--- src/rtl/cbr_refresh_gen.sv ---
module cbr_refresh_gen #(
  parameter int INTERVAL    = 1560,
  parameter int LEAD_CYC    = 1,
  parameter int RAS_CYC     = 6,
  parameter int PRE_CYC     = 4,
  parameter int BACKLOG_MAX = 8,
  parameter int N_RAS       = 4,
  parameter int N_CAS       = 4
) (
  input  logic             clk,
  input  logic             rst_n,
  input  logic             grant,
  output logic             req,
  output logic             busy,
  output logic             overflow,
  output logic [N_RAS-1:0] ras_n,
  output logic [N_CAS-1:0] cas_n,
  output logic             we_n
);
  localparam int TW = $clog2(INTERVAL);
  localparam int PW = $clog2(BACKLOG_MAX + 1);
  localparam int SPAN = (RAS_CYC > LEAD_CYC ? (RAS_CYC > PRE_CYC ? RAS_CYC : PRE_CYC)
                                            : (LEAD_CYC > PRE_CYC ? LEAD_CYC : PRE_CYC));
  localparam int CW = $clog2(SPAN + 1);

  typedef enum logic [2:0] {S_IDLE, S_GAP, S_LEAD, S_LOW, S_PCHG} st_t;

  st_t          st;
  logic [TW-1:0] tmr;
  logic [PW-1:0] pend;
  logic [CW-1:0] cnt;

  wire tick = (tmr == '0);
  wire take = req && grant;
  wire at_max = (pend == PW'(BACKLOG_MAX));

  always_ff @(posedge clk or negedge rst_n)
    if (!rst_n) tmr <= TW'(INTERVAL - 1);
    else        tmr <= tick ? TW'(INTERVAL - 1) : tmr - 1'b1;

  always_ff @(posedge clk or negedge rst_n)
    if (!rst_n) begin
      pend     <= '0;
      overflow <= 1'b0;
    end else begin
      if (tick && !take) begin
        if (at_max) overflow <= 1'b1;
        else        pend <= pend + 1'b1;
      end else if (take && !tick) begin
        pend <= pend - 1'b1;
      end
    end

  always_ff @(posedge clk or negedge rst_n)
    if (!rst_n) begin
      st  <= S_IDLE;
      cnt <= '0;
    end else begin
      case (st)
        S_IDLE: if (take) st <= S_GAP;
        S_GAP: begin
          st  <= S_LEAD;
          cnt <= CW'(LEAD_CYC - 1);
        end
        S_LEAD:
          if (cnt == '0) begin
            st  <= S_LOW;
            cnt <= CW'(RAS_CYC - 1);
          end else cnt <= cnt - 1'b1;
        S_LOW:
          if (cnt == '0) begin
            st  <= S_PCHG;
            cnt <= CW'(PRE_CYC - 1);
          end else cnt <= cnt - 1'b1;
        S_PCHG:
          if (cnt == '0) st <= S_IDLE;
          else           cnt <= cnt - 1'b1;
        default: st <= S_IDLE;
      endcase
    end

  wire cas_low = (st == S_LEAD) || (st == S_LOW);
  wire ras_low = (st == S_LOW);

  assign req   = (st == S_IDLE) && (pend != '0);
  assign busy  = (st != S_IDLE);
  assign ras_n = {N_RAS{~ras_low}};
  assign cas_n = {N_CAS{~cas_low}};
  assign we_n  = 1'b1;

  int lo_cnt, hi_cnt;
  always_ff @(posedge clk or negedge rst_n)
    if (!rst_n) begin
      lo_cnt <= 0;
      hi_cnt <= 0;
    end else begin
      lo_cnt <= ras_n[0] ? 0 : lo_cnt + 1;
      hi_cnt <= !ras_n[0] ? 0 : (hi_cnt < PRE_CYC + 2 ? hi_cnt + 1 : hi_cnt);
    end

  assert_cas_leads_R4: assert property (@(posedge clk) disable iff (!rst_n)
    $fell(ras_n[0]) |-> (cas_n == '0) && ($past(cas_n) == '0));
  assert_cas_gap_R4: assert property (@(posedge clk) disable iff (!rst_n)
    $fell(cas_n[0]) |-> $past(busy) && $past(cas_n) == '1);
  assert_cas_hold_R4: assert property (@(posedge clk) disable iff (!rst_n)
    $rose(cas_n[0]) |-> $rose(ras_n[0]));
  assert_ras_width_R3: assert property (@(posedge clk) disable iff (!rst_n)
    $rose(ras_n[0]) |-> lo_cnt == RAS_CYC);
  assert_precharge_R3: assert property (@(posedge clk) disable iff (!rst_n)
    $fell(busy) |-> hi_cnt == PRE_CYC);
  assert_lockstep_R6: assert property (@(posedge clk) disable iff (!rst_n)
    (ras_n == '0 || ras_n == '1) && (cas_n == '0 || cas_n == '1));
  assert_no_req_busy_R7: assert property (@(posedge clk) disable iff (!rst_n)
    busy |-> !req);
  assert_no_overflow_drop_R9: assert property (@(posedge clk) disable iff (!rst_n)
    overflow |=> overflow);
  assert_backlog_cap_R9: assert property (@(posedge clk) disable iff (!rst_n)
    pend <= PW'(BACKLOG_MAX));
endmodule

--- config.mk ---
export PLATFORM = sky130hd
export DESIGN_NAME = cbr_refresh_gen
export DESIGN_NICKNAME = d
export VERILOG_FILES = /design/src/rtl/cbr_refresh_gen.sv
export SDC_FILE = /design/constraint.sdc
export NUM_CORES = 1
export LEC_CHECK = 0
export BUFFER_PORTS_ARGS = -buffer_cell sky130_fd_sc_hd__buf_2
export CORE_MARGIN = 2
export CORE_UTILIZATION = 50
export DETAILED_ROUTE_END_ITERATION = 16
export GPL_ROUTABILITY_DRIVEN = 0
export GPL_TIMING_DRIVEN = 0
export HOLD_SLACK_MARGIN = 0.03
export PLACE_DENSITY = 0.7
export SYNTH_ARGS = -nofsm -noshare
export SYNTH_HDL_FRONTEND = slang
export SYNTH_SLANG_ARGS = --single-unit
--- constraint.sdc ---
create_clock -name clk -period 5.5 [get_ports clk]
set_clock_uncertainty 0.1 [all_clocks]
set_input_delay 1.1 -clock clk [delete_from_list [all_inputs] [get_ports clk]]
set_output_delay 1.1 -clock clk [all_outputs]
set_load 0.03 [all_outputs]
==> flow_summary.toml <==
[clock_tree]
htree_levels = 1
root_buffer = "clkbuf_4"
cts_tree = "built"
post-cts-setup-buffers = 0
clock_sinks = 22
cts-hold-fix-buffers = 0
clockBufferDepth = 2
clk_pin_slew_ns = 0.12
cts_resized = 0
numCtsBuffers = 3
clock_latency_ns = 0.31

[synthesis]
synth_top_area_share = 0.305
netlist_instances = 133
syn_avg_cell_area_um2 = 9.86
synth_area_um2 = 1310
syn_nets = 142
synth.most_common_cell = "dfrtp_1"
synth_seq_cells = 22
ys_top_cells_by_area = "dfrtp_1 (31%), dfstp_2 (12%), ha_1 (4.8%)"
ys_seq_area_frac = 0.426
async_flop_share = 1.00
synthTopCellsByCount = "dfrtp_1 (16), nand2_1 (12), nor2_1 (10)"
ys_types = 42
synth_ff_type = "dfrtp_1"
yosysTopAreaCell = "dfrtp_1"
synth_edf_count = 0
yosys_warnings = 0

[timing]
post-route-period-util = 0.528
setup_viol = 0
rsz0062_at_grt = "no"
worst_pin_slew_ns = 0.656
hold_viol = 0
relSlewSlack = 0.559
timing.fmax_mhz = 344
tns_ns = 0
min_period_ns = 2.91
slew_violations = 0

[routing]
drc_errors = 0
wire_per_inst_um = 12.8
vias = 994
drt-total-wl_mm = 2.30
drt_first_pass_iters = 4
ant_nets = 0
vias_per_cell = 5.52
drt_first_iter_violations = 19

[die]
die_h_um = 55.2
row_count = 18
boundaryPins = 15
initial_core_util = 0.529
core_um2 = 2480
design.die.area_um2 = 3050
die_x_um = 55.2

[setup_path]
criticalPathCategory = "flop to output pin"
required_ns = 4.30
cp_max_fo = 5
arrival_ns = 1.71
cp-start-kind = "flop"
endpoint_kind = "output pin"
r2r_setup_slack_ns = 2.70

[global_routing]
grt_pass1_vias = 969
grt_max_degree = 23
grt_use_total = 0.168
grt_pass1_wl_mm = 4.08
antenna_found_initial = 0
grt-ovfl-total = 0

[pwr]
ir_drop_mv = 0.342
powerDensity_nw_per_um2 = 457
leakagePower_uw = 0.000634

[run_status]
status = "finished, final reports clean"

[finish]
fin_cells = 180
fin_util = 0.581
nets = 160
area_delta_synth_final_pct = 9.83
antenna_cells = 0
drive_gt1_frac = 0.273

[placed_design]
port_buffers = 13
dp.cells = 176
dp_hpwl_mm = 1.70

[run]
maxCapViolations = 0

[min_path]
hold_path.class = "flop to flop"
## cell usage in the layout, fill, tap and decap left out, types with 2 or more instances in the layout
cell type  Yosys  final
nor3_1         2      2
xnor2_1        4      4
buf_2          1     14
nor4_1         2      2
xor2_1         6      6
a21oi_1        8      8
inv_1          6      6
clkbuf_4       0      3
a22oi_1        2      2
ha_1           5      5
nand2b_1       4      4
nor2b_1        2      2
o31ai_1        2      2
dfstp_2        6      6
nand3_1        3      3
buf_4          8      8
a31oi_1        2      2
dfrtp_1       16     16
mux2_2         3      3
nand2_1       12     12
nor2_1        10     10
o21ai_0        8      8
## routing by layer
| layer | part of all wire | global-route usage |
|---|---|---|
| met3 | 0.046 | 0.0445 |
| met1 | 0.45 | 0.214 |
| met2 | 0.49 | 0.267 |
| met5 | 0 | 0 |
| met4 | 0.016 | 0.0767 |
## through the flow
stage	setup WS [ns]	hold WS, ns	power (uW)	cell area (um^2)
3_5_place_dp	2.64	0.348	585	1410
4_1_cts	2.55	0.377	662	1440
3_3_place_gp	2.68	0.344	568	1410
5_1_grt	2.49	0.396	713	1440
6_report	2.59	0.379	658	1440
2_1_floorplan	2.92	0.333	508	1310
## flip-flops by register name (all words and copies together), names as in the netlist
register,count
overflow,1
st,3
cnt,3
tmr,11
pend,4
## logic make-up after synthesis
logic type | count (synthesis) | synth area share
mux | 4 | 0.0334
simple gates | 47 | 0.210
compound gates | 26 | 0.120
other cells | 1 | 0.00286
buf+inv | 17 | 0.0782
xor+xnor | 10 | 0.0668
flops | 22 | 0.426
fa+ha+maj | 6 | 0.0630
## worst max-delay path, stage by stage, from the launching register on
cell and delay, ns:
dfrtp_1 0.46, nor4_1 0.63, nor2_1 0.10, buf_2 0.20
## worst paths after layout
check,depth (start not counted),start,endpoint
worst max-delay path,3,pend[0]$_DFFE_PN0P_,req
worst min-delay path,1,tmr[0]$_DFF_PN1_,tmr[0]$_DFF_PN1_
worst max register to register,12,tmr[0]$_DFF_PN1_,pend[3]$_DFFE_PN0P_
worst min register to register,1,tmr[0]$_DFF_PN1_,tmr[0]$_DFF_PN1_
max in group asynchronous,1,rst_n,tmr[9]$_DFF_PN1_
min in group asynchronous,1,rst_n,tmr[5]$_DFF_PN0_
## power breakdown
part	total, uW	internal [uW]	switching (uW)
logic	349	147	202
clock network	75.5	28.4	47.1
registers	233	196	36.7
## final cells by class
cell class / count / area [um^2]
clock buffers: 4 / 26.3
repair buffers: 13 / 65.1
flip-flops and latches: 22 / 558
inverters: 6 / 22.5
fillers: 215 / 1040
multi-input cells: 94 / 651
plain buffers: 11 / 80.1
well taps: 30 / 37.5
(Power assumes the default switching activity.)
